## src/rtl/gpio_blink_pkg.sv

```systemverilog
package gpio_blink_pkg;
   localparam int ADDR_W = 6;
   localparam logic [ADDR_W-1:0] OFS_DOUT   = 6'h00;
   localparam logic [ADDR_W-1:0] OFS_IOCFG  = 6'h04;
   localparam logic [ADDR_W-1:0] OFS_BLINK  = 6'h08;
   localparam logic [ADDR_W-1:0] OFS_POL    = 6'h0C;
   localparam logic [ADDR_W-1:0] OFS_DIN    = 6'h10;
   localparam logic [ADDR_W-1:0] OFS_CAUSE  = 6'h14;
   localparam logic [ADDR_W-1:0] OFS_EMASK  = 6'h18;
   localparam logic [ADDR_W-1:0] OFS_LMASK  = 6'h1C;
   localparam logic [ADDR_W-1:0] OFS_SEL    = 6'h20;
   localparam logic [ADDR_W-1:0] OFS_TIMERS = 6'h30;
   localparam int NSETS = 2;
endpackage

```

## src/rtl/gpio_blink_timer.sv

```systemverilog
module gpio_blink_timer #(
   parameter int CW = 32
) (
   input  logic          clk,
   input  logic          rst_n,
   input  logic [CW-1:0] hi_len,
   input  logic [CW-1:0] lo_len,
   output logic          wave
);
   logic          phase_q;
   logic [CW-1:0] rem_q;
   logic [CW-1:0] next_len;
   logic [CW-1:0] next_eff;

   always_comb begin
      next_len = phase_q ? lo_len : hi_len;
      next_eff = (next_len == '0) ? CW'(1) : next_len;
   end

   always_ff @(posedge clk or negedge rst_n) begin
      if (!rst_n) begin
         phase_q <= 1'b1;
         rem_q   <= '0;
      end else if (rem_q == '0) begin
         phase_q <= ~phase_q;
         rem_q   <= next_eff - CW'(1);
      end else begin
         rem_q <= rem_q - CW'(1);
      end
   end

   assign wave = phase_q;
endmodule

```

## src/rtl/gpio_blink_sync.sv

```systemverilog
module gpio_blink_sync #(
   parameter int W      = 32,
   parameter int STAGES = 2
) (
   input  logic         clk,
   input  logic         rst_n,
   input  logic [W-1:0] d,
   output logic [W-1:0] q
);
   logic [W-1:0] st_q [STAGES];

   generate
      if (STAGES < 1) begin : g_bad
         $error("gpio_blink_sync: STAGES must be at least 1");
      end
      for (genvar k = 0; k < STAGES; k++) begin : g_stage
         always_ff @(posedge clk or negedge rst_n) begin
            if (!rst_n) st_q[k] <= '0;
            else if (k == 0) st_q[k] <= d;
            else st_q[k] <= st_q[(k == 0) ? 0 : k-1];
         end
      end
   endgenerate

   assign q = st_q[STAGES-1];
endmodule

```

## src/rtl/gpio_blink_outmux.sv

```systemverilog
module gpio_blink_outmux #(
   parameter int NLINES = 32,
   parameter int NSETS  = 2
) (
   input  logic [NLINES-1:0] static_val,
   input  logic [NLINES-1:0] blink_en,
   input  logic [NLINES-1:0] set_sel,
   input  logic [NSETS-1:0]  waves,
   output logic [NLINES-1:0] pad_out
);
   generate
      for (genvar i = 0; i < NLINES; i++) begin : g_line
         assign pad_out[i] = blink_en[i] ? waves[set_sel[i]] : static_val[i];
      end
   endgenerate
endmodule

```

## src/rtl/gpio_blink_bank.sv

```systemverilog
module gpio_blink_bank
   import gpio_blink_pkg::*;
#(
   parameter int NLINES      = 32,
   parameter int DW          = 32,
   parameter int SYNC_STAGES = 2
) (
   input  logic              clk,
   input  logic              rst_n,
   input  logic              bus_wr,
   input  logic [5:0]        bus_addr,
   input  logic [DW-1:0]     bus_wdata,
   output logic [DW-1:0]     bus_rdata,
   input  logic [NLINES-1:0] pad_in,
   output logic [NLINES-1:0] pad_out,
   output logic [NLINES-1:0] pad_oe
);
   localparam int NL = NLINES;

   generate
      if (NLINES < 1 || NLINES > DW) begin : g_bad_lines
         $error("gpio_blink_bank: NLINES must be within 1..DW");
      end
      if (DW < 8) begin : g_bad_dw
         $error("gpio_blink_bank: DW too small");
      end
   endgenerate

   logic [NL-1:0] dout_q, iocfg_q, blink_q, pol_q, cause_q, emask_q, lmask_q, sel_q;
   logic [NL-1:0] din_sync;
   logic [DW-1:0] hi_q [NSETS];
   logic [DW-1:0] lo_q [NSETS];
   logic [NSETS-1:0] waves;

   always_ff @(posedge clk or negedge rst_n) begin
      if (!rst_n) begin
         dout_q  <= '0;
         iocfg_q <= '1;
         blink_q <= '0;
         pol_q   <= '0;
         cause_q <= '0;
         emask_q <= '0;
         lmask_q <= '0;
         sel_q   <= '0;
      end else if (bus_wr) begin
         case (bus_addr)
            OFS_DOUT:  dout_q  <= bus_wdata[NL-1:0];
            OFS_IOCFG: iocfg_q <= bus_wdata[NL-1:0];
            OFS_BLINK: blink_q <= bus_wdata[NL-1:0];
            OFS_POL:   pol_q   <= bus_wdata[NL-1:0];
            OFS_CAUSE: cause_q <= cause_q & bus_wdata[NL-1:0];
            OFS_EMASK: emask_q <= bus_wdata[NL-1:0];
            OFS_LMASK: lmask_q <= bus_wdata[NL-1:0];
            OFS_SEL:   sel_q   <= bus_wdata[NL-1:0];
            default: ;
         endcase
      end
   end

   generate
      for (genvar s = 0; s < NSETS; s++) begin : g_set
         localparam logic [5:0] A_HI = OFS_TIMERS + 6'(s * 8);
         localparam logic [5:0] A_LO = OFS_TIMERS + 6'(s * 8 + 4);

         always_ff @(posedge clk or negedge rst_n) begin
            if (!rst_n) begin
               hi_q[s] <= DW'(1);
               lo_q[s] <= DW'(1);
            end else if (bus_wr) begin
               if (bus_addr == A_HI) hi_q[s] <= bus_wdata;
               if (bus_addr == A_LO) lo_q[s] <= bus_wdata;
            end
         end

         gpio_blink_timer #(.CW(DW)) u_tmr (
            .clk    (clk),
            .rst_n  (rst_n),
            .hi_len (hi_q[s]),
            .lo_len (lo_q[s]),
            .wave   (waves[s])
         );
      end
   endgenerate

   gpio_blink_sync #(.W(NL), .STAGES(SYNC_STAGES)) u_sync (
      .clk   (clk),
      .rst_n (rst_n),
      .d     (pad_in),
      .q     (din_sync)
   );

   gpio_blink_outmux #(.NLINES(NL), .NSETS(NSETS)) u_mux (
      .static_val (dout_q),
      .blink_en   (blink_q),
      .set_sel    (sel_q),
      .waves      (waves),
      .pad_out    (pad_out)
   );

   assign pad_oe = ~iocfg_q;

   always_comb begin
      bus_rdata = '0;
      case (bus_addr)
         OFS_DOUT:  bus_rdata[NL-1:0] = dout_q;
         OFS_IOCFG: bus_rdata[NL-1:0] = iocfg_q;
         OFS_BLINK: bus_rdata[NL-1:0] = blink_q;
         OFS_POL:   bus_rdata[NL-1:0] = pol_q;
         OFS_DIN:   bus_rdata[NL-1:0] = din_sync ^ pol_q;
         OFS_CAUSE: bus_rdata[NL-1:0] = cause_q;
         OFS_EMASK: bus_rdata[NL-1:0] = emask_q;
         OFS_LMASK: bus_rdata[NL-1:0] = lmask_q;
         OFS_SEL:   bus_rdata[NL-1:0] = sel_q;
         default: ;
      endcase
      for (int s = 0; s < NSETS; s++) begin
         if (bus_addr == OFS_TIMERS + 6'(s * 8))     bus_rdata = hi_q[s];
         if (bus_addr == OFS_TIMERS + 6'(s * 8 + 4)) bus_rdata = lo_q[s];
      end
   end
endmodule

```

## config.mk

```make
export PLATFORM = sky130hd
export DESIGN_NAME = gpio_blink_bank
export DESIGN_NICKNAME = d
export VERILOG_FILES = /design/src/rtl/gpio_blink_pkg.sv /design/src/rtl/gpio_blink_timer.sv /design/src/rtl/gpio_blink_sync.sv /design/src/rtl/gpio_blink_outmux.sv /design/src/rtl/gpio_blink_bank.sv
export SDC_FILE = /design/constraint.sdc
export NUM_CORES = 1
export LEC_CHECK = 0
export BUFFER_PORTS_ARGS = -buffer_cell sky130_fd_sc_hd__buf_4
export CAP_MARGIN = 20
export CORE_MARGIN = 2
export CORE_UTILIZATION = 50
export CTS_CLUSTER_DIAMETER = 80
export DETAILED_ROUTE_END_ITERATION = 16
export PLACE_DENSITY = 0.71
export RECOVER_POWER = 25
export SLEW_MARGIN = 20
export SYNTH_ARGS = -nofsm -noshare
export SYNTH_HDL_FRONTEND = slang
export SYNTH_SLANG_ARGS = --single-unit
```

## constraint.sdc

```tcl
create_clock -name clk -period 4.36 [get_ports clk]
set_clock_uncertainty 0.05 [all_clocks]
set_input_delay 0.436 -clock clk [delete_from_list [all_inputs] [get_ports clk]]
set_output_delay 0.436 -clock clk [all_outputs]
set_load 0.02 [all_outputs]
```

**Word level (Yosys, flattened, before mapping)**

Cells that the tools add are included.

- Flip-flop bits (word level): 514
- Input bits: 73
- Output and inout port bits: 96

- Add/sub/neg operators: 4
- Order comparisons: 32
- Equal/unequal tests: 12
- Muxes and demuxes: 107
- Bitwise operators: 5
- Reductions and logical operators: 17

Operator list:

| cell | count |
|---|---|
| $mux W32 | 10 |
| $pmux W32 S9 | 1 |
| $logic_not A32 Y1 | 4 |
| $sub A32 B1 Y32 const B | 4 |
| $mux W1 | 96 |
| $lt A1 B2 Y1 const B | 32 |
| $and A32 B32 Y32 | 1 |
| $not A32 Y32 | 1 |
| $xor A32 B32 Y32 | 1 |
| $eq A6 B6 Y1 const B | 5 |
| $eq A6 B5 Y1 const B | 4 |
| $reduce_and A2 Y1 | 12 |
| $eq A6 B4 Y1 const B | 2 |
| $eq A6 B3 Y1 const B | 1 |
| $logic_not A6 Y1 | 1 |
| $not A1 Y1 | 2 |

**Depth between registers and ports, before layout**

- Depth in word-level cells: 6
- Gate-level depth with buffers: 17

**Hierarchy**

From an unflattened synthesis, not the netlist that was laid out.

- Cells, all modules: 2340
- Area, all modules: 26775.7 µm²

Modules (own cells, without submodules):

| module | instances | cells each | area each (µm²) | seq. area each (µm²) |
|---|---|---|---|---|
| gpio_blink_bank | 1 | 1422 | 18318.8 | 9654.3 |
| gpio_blink_timer | 2 | 360 | 2979.1 | 827.0 |
| gpio_blink_sync | 1 | 96 | 1841.8 | 1601.5 |
| gpio_blink_outmux | 1 | 102 | 656.9 | 0.0 |

**Worst setup path before layout**

OpenSTA, ideal clock, no wires.

- Kind: flip-flop to flip-flop
- From: register g_set[1].u_tmr.phase_q
- To: register g_set[1].u_tmr.rem_q[16]
- Library setup time: 136 ps
- Arrival time: 4550 ps
- Data required time: 4174 ps
- Setup slack: -376 ps
- Stages on the path, launching flop included: 16
- Buffers on the path: 6
- Cell sequence: dfstp_2 -> buf_2 -> clkbuf_1 -> buf_2 -> buf_1 -> buf_1 -> clkbuf_1 -> mux2_2 -> a21oi_1 -> ha_1 -> nor4b_1 -> nand2_1 -> a2111oi_1 -> nand3_2 -> mux2i_1 -> o31ai_1

- Word-level cells in the longest chain between the ends: 5

Ends and longest elaborated chain:

| item | line | RTL |
|---|---|---|
| start, declared | gpio_blink_timer.sv:10 | `logic phase_q;` |
| start signal, assigned | gpio_blink_timer.sv:25 | `phase_q <= ~phase_q;` |
| $mux W32 (*) | gpio_blink_timer.sv:16 | `next_len = phase_q ? lo_len : hi_len;` |
| $logic_not A32 Y1 | gpio_blink_timer.sv:17 | `next_eff = (next_len == '0) ? CW'(1) : next_len;` |
| $mux W32 (*) | gpio_blink_timer.sv:17 |  |
| $sub A32 B1 Y32 (*) | gpio_blink_timer.sv:26 | `rem_q <= next_eff - CW'(1);` |
| $mux W32 (*) | gpio_blink_timer.sv:24 | `end else if (rem_q == '0) begin` |
| end signal, assigned | gpio_blink_timer.sv:26 |  |
| end signal, assigned | gpio_blink_timer.sv:28 | `rem_q <= rem_q - CW'(1);` |
| end, declared | gpio_blink_timer.sv:11 | `logic [CW-1:0] rem_q;` |

Mark *: on every way between the ends. The rest lies on a longest branch, timed or not.
A chain may end at the register's enable or synchronous reset.

**Worst setup path in the final report**

- From: register g_set[0].u_tmr.phase_q
- To: register g_set[0].u_tmr.rem_q[28]

- Word-level cells in the longest chain between the ends: 5

Ends and longest elaborated chain:

| item | line |
|---|---|
| start, declared | gpio_blink_timer.sv:10 |
| start signal, assigned | gpio_blink_timer.sv:25 |
| $mux W32 (*) | gpio_blink_timer.sv:16 |
| $logic_not A32 Y1 | gpio_blink_timer.sv:17 |
| $mux W32 (*) | gpio_blink_timer.sv:17 |
| $sub A32 B1 Y32 (*) | gpio_blink_timer.sv:26 |
| $mux W32 (*) | gpio_blink_timer.sv:24 |
| end signal, assigned | gpio_blink_timer.sv:26 |
| end signal, assigned | gpio_blink_timer.sv:28 |
| end, declared | gpio_blink_timer.sv:11 |

Marked as above.

==> impl_metrics.toml <==
[finish]
num-fill-cells = 4047
area.growth.synth_to_final_pct = 17.80
fin_cells = 3101
final_cell_area_sq_mm = 0.02971
drive_above_1_share_pct = 32.81
layout.nets = 2456
antenna_cells = 0
fin_util_pct = 59.47

[clocking]
cts_buffer_depth = 3
cts.sink_count = 514
clockRootBuffer = "clkbuf_16"
cts_tree = "yes"
numCtsBuffers = 57
clock_latency_ns = 0.62
clkTransAtPathRegs_ns = 0.06
htreeDepth = 2
postCtsSetupBuffers = 0

[power_and_ir_drop]
vdd_drop_max_mv = 0.3261
power.density_mw_per_mm2 = 474.6
total_power_mw = 14.10
p_leak_nw = 13.49

[floorplan]
fp.dieH_um = 228.6
coreArea_sq_mm = 0.04997
io_pins = 169
start_util_pct = 50.48
dieArea_sq_mm = 0.05226
rows = 82
dieWidth_um = 228.6

[logic_synthesis]
synth_cell_types = 79
synth-edff-count = 0
ys.flop_type = "dfrtp_1"
netlist_area_sq_mm = 0.02522
synth_seq_cells = 514
synth_cells = 2218
synth.net_count = 2293
yosys_warnings = 0
synth_seq_area_share_pct = 51.18
async_flop_share_pct = 100.0
syn_avg_cell_area_sq_um = 11.37

[sta]
tns_ns = 0
period_minus_slack_ns = 4.000
maxSlewViolCount = 149
fin_crit_sh_pct = 91.74
hold_viol_final = 0
max_freq_mhz = 250.0
slew_headroom_pct = -117.3
grt_setup_unrepaired = "false"
setup_viol = 0
tightest_slew_ns = 3.259

[status]
violations = "capacitance limit, slew limit"
status = "finished with violations"

[grt]
antenna_found_initial = 0
grt_max_degree = 120
grt_pass1_wl_um = 123400
grt_overflow = 0
grt_pass1_vias = 19970
grt_usage_pct = 30.77

[worst_setup_path]
cp_num_cells = 14
endpoint_kind = "register"
cp.arrival_ns = 4.43
setup.worst_path.class = "reg -> reg"
crit_path_max_incr_delay_ns = 0.92
start_kind = "register"
crit_buf_inv = 1
slowest_stage = "dfstp_4"
reg2reg_depth = 14
crit_required_ns = 4.79
crit_family = "simple AND/OR/NAND/NOR gates"
cp_max_fo = 50
path_cells = "nor4_1, a31oi_1, a2111oi_0, nand2_1, a21oi_1, nor2_1, ha_1, nand2_1, nor2_1, o21ai_1, buf_4, or3_1, or3_1, xor2_1"

[place]
post_dp_cell_area_sq_mm = 0.02741
dp_hpwl_um = 55480
place_inst = 2961
gp_congestion = 0.9383
io_buffers = 168

[min_path]
min-delay-path-class = "in -> reg"
min_path_cells = 2

[route]
ant_nets = 0
vias = 19880
vias_per_cell = 6.411
drt_iter0_markers = 1990
firstDrtPassIters = 6
totalWireLength_um = 80980
drcViolationCount = 0
wl_per_cell_um = 26.11

[job]
cap_violations = 2
[registers in the layout, summed over array words and instances, names as in the netlist]
| name | count |
|---|---|
| pol_q | 32 |
| iocfg_q | 32 |
| sel_q | 32 |
| cause_q | 32 |
| blink_q | 32 |
| hi_q | 64 |
| u_sync.q | 32 |
| u_sync.st_q | 32 |
| dout_q | 32 |
| lo_q | 64 |
| emask_q | 32 |
| g_set.u_tmr.rem_q | 64 |
| lmask_q | 32 |
| g_set.u_tmr.wave | 2 |
[area by class of cell]
cell class	instances	area, sq um	area share [%]
multi-input cells	1505	11620	39.11
well taps	672	840.8	2.830
flip-flops and latches	514	12920	43.47
clock inverters	21	254.0	0.8548
repair buffers	258	2185	7.352
clock buffers	86	1728	5.815
inverters	45	168.9	0.5685
[worst register-to-register path, cell delays in order, from the launching register on]
cell       delay, ns
dfstp_4         0.92
nor4_1          0.16
a31oi_1         0.40
a2111oi_0       0.19
nand2_1         0.29
a21oi_1         0.12
nor2_1          0.17
ha_1            0.21
nand2_1         0.10
nor2_1          0.10
o21ai_1         0.12
buf_4           0.18
or3_1           0.38
or3_1           0.35
xor2_1          0.15
[logic make-up (layout without fill, tap and decap cells)]
| kind of cell | after synthesis | count (layout) | synth area share [%] |
|---|---|---|---|
| buffers and inverters | 199 | 410 | 3.090 |
| and+or+nand+nor | 525 | 525 | 10.66 |
| adders and majority gates | 2 | 2 | 0.09919 |
| DFF | 514 | 514 | 51.18 |
| xor gates and xnor gates | 48 | 48 | 1.667 |
| AOI/OAI and AO/OA | 475 | 475 | 13.29 |
| muxes | 455 | 455 | 20.00 |
[metrics by stage]
step / hold WS (ns) / setup slack [ns]
after floorplan: 0.09041 / 0.1042
final: 0.1012 / 0.3600
after global routing: 0.1034 / 0.1677
after CTS: 0.08044 / 0.4435
after detailed placement: 0.2855 / 0.4686
after global placement: 0.2819 / 0.5427
[metal layers]
layer  wire [um]  GRT usage (%)  up-vias
met1       32200          39.95    10080
met2       38230          50.28      936
met3        6257          4.928      242
li1            -              -     8623
met5           0              0        -
met4        4290          15.28        0
[what timing repair did]
action	in CTS	in global routing
hold buffers	33	0
resized for setup	0	0
endpoints found under the hold margin	135	0
[cells in the mapped netlist, types with 4 or more instances]
library cell | n | area share [%]
a211oi_1 | 6 | 0.18
a21oi_1 | 117 | 2.3
a221o_1 | 25 | 0.99
a221oi_1 | 25 | 0.87
a222oi_1 | 26 | 1.0
a22o_1 | 4 | 0.14
a22oi_1 | 65 | 1.9
a31oi_1 | 20 | 0.50
a41oi_1 | 17 | 0.59
and2_1 | 7 | 0.17
and3_1 | 4 | 0.099
buf_1 | 49 | 0.73
buf_2 | 11 | 0.22
clkbuf_1 | 91 | 1.4
dfrtp_1 | 476 | 47
dfstp_2 | 38 | 4.0
inv_1 | 45 | 0.67
mux2_2 | 390 | 17
mux2i_1 | 64 | 2.5
nand2_1 | 101 | 1.5
nand2b_1 | 8 | 0.20
nand3_1 | 51 | 1.0
nand3b_1 | 14 | 0.42
nand4_1 | 7 | 0.17
nor2_1 | 153 | 2.3
nor2b_1 | 6 | 0.15
nor3_1 | 58 | 1.2
nor3b_1 | 19 | 0.57
nor4_1 | 28 | 0.69
nor4b_1 | 7 | 0.24
o211ai_1 | 6 | 0.18
o21a_1 | 33 | 0.98
o21ai_0 | 50 | 0.99
o21bai_1 | 7 | 0.21
o22a_1 | 4 | 0.14
o22ai_1 | 25 | 0.62
o31ai_1 | 10 | 0.30
o41ai_1 | 5 | 0.17
or2_2 | 12 | 0.30
or3_1 | 12 | 0.30
or4_1 | 15 | 0.45
or4b_2 | 6 | 0.24
xnor2_1 | 19 | 0.66
xor2_1 | 29 | 1.0
[cells in the final DEF, fill, tap and decap left out, drive strengths merged, types with 25 or more instances in the layout]
| cell | count |
|---|---|
| a21oi | 118 |
| dlygate4sd3 | 33 |
| a221oi | 25 |
| a22oi | 65 |
| mux2 | 390 |
| a222oi | 26 |
| buf | 190 |
| inv | 48 |
| nor3 | 58 |
| o22ai | 26 |
| a221o | 25 |
| mux2i | 65 |
| o21a | 33 |
| xor2 | 29 |
| dfrtp | 476 |
| o21ai | 52 |
| nor4 | 31 |
| dfstp | 38 |
| nand3 | 53 |
| clkbuf | 121 |
| nand2 | 101 |
| nor2 | 153 |
[power by group]
group / internal (mW) / switching (mW)
Sequential: 5.49 / 0.779
Combinational: 1.27 / 1.53
Clock: 3.03 / 2.01
Total: 9.78 / 4.32
[final timing paths]
kind / from / slack (ns) / endpoint
setup / recovery: g_set[0].u_tmr.wave / 0.36 / g_set[0].u_tmr.rem_q[28]
hold / removal: bus_wdata[23] / 0.10 / cause_q[23]
setup reg to reg: g_set[0].u_tmr.wave / 0.36 / g_set[0].u_tmr.rem_q[28]
hold reg to reg: u_sync.st_q[51] / 0.30 / u_sync.q[19]
max in group asynchronous: rst_n / 0.95 / g_set[0].u_tmr.rem_q[0]
min in group asynchronous: rst_n / 1.43 / u_sync.q[29]
Note: power is estimated with default switching activity, not from simulation.
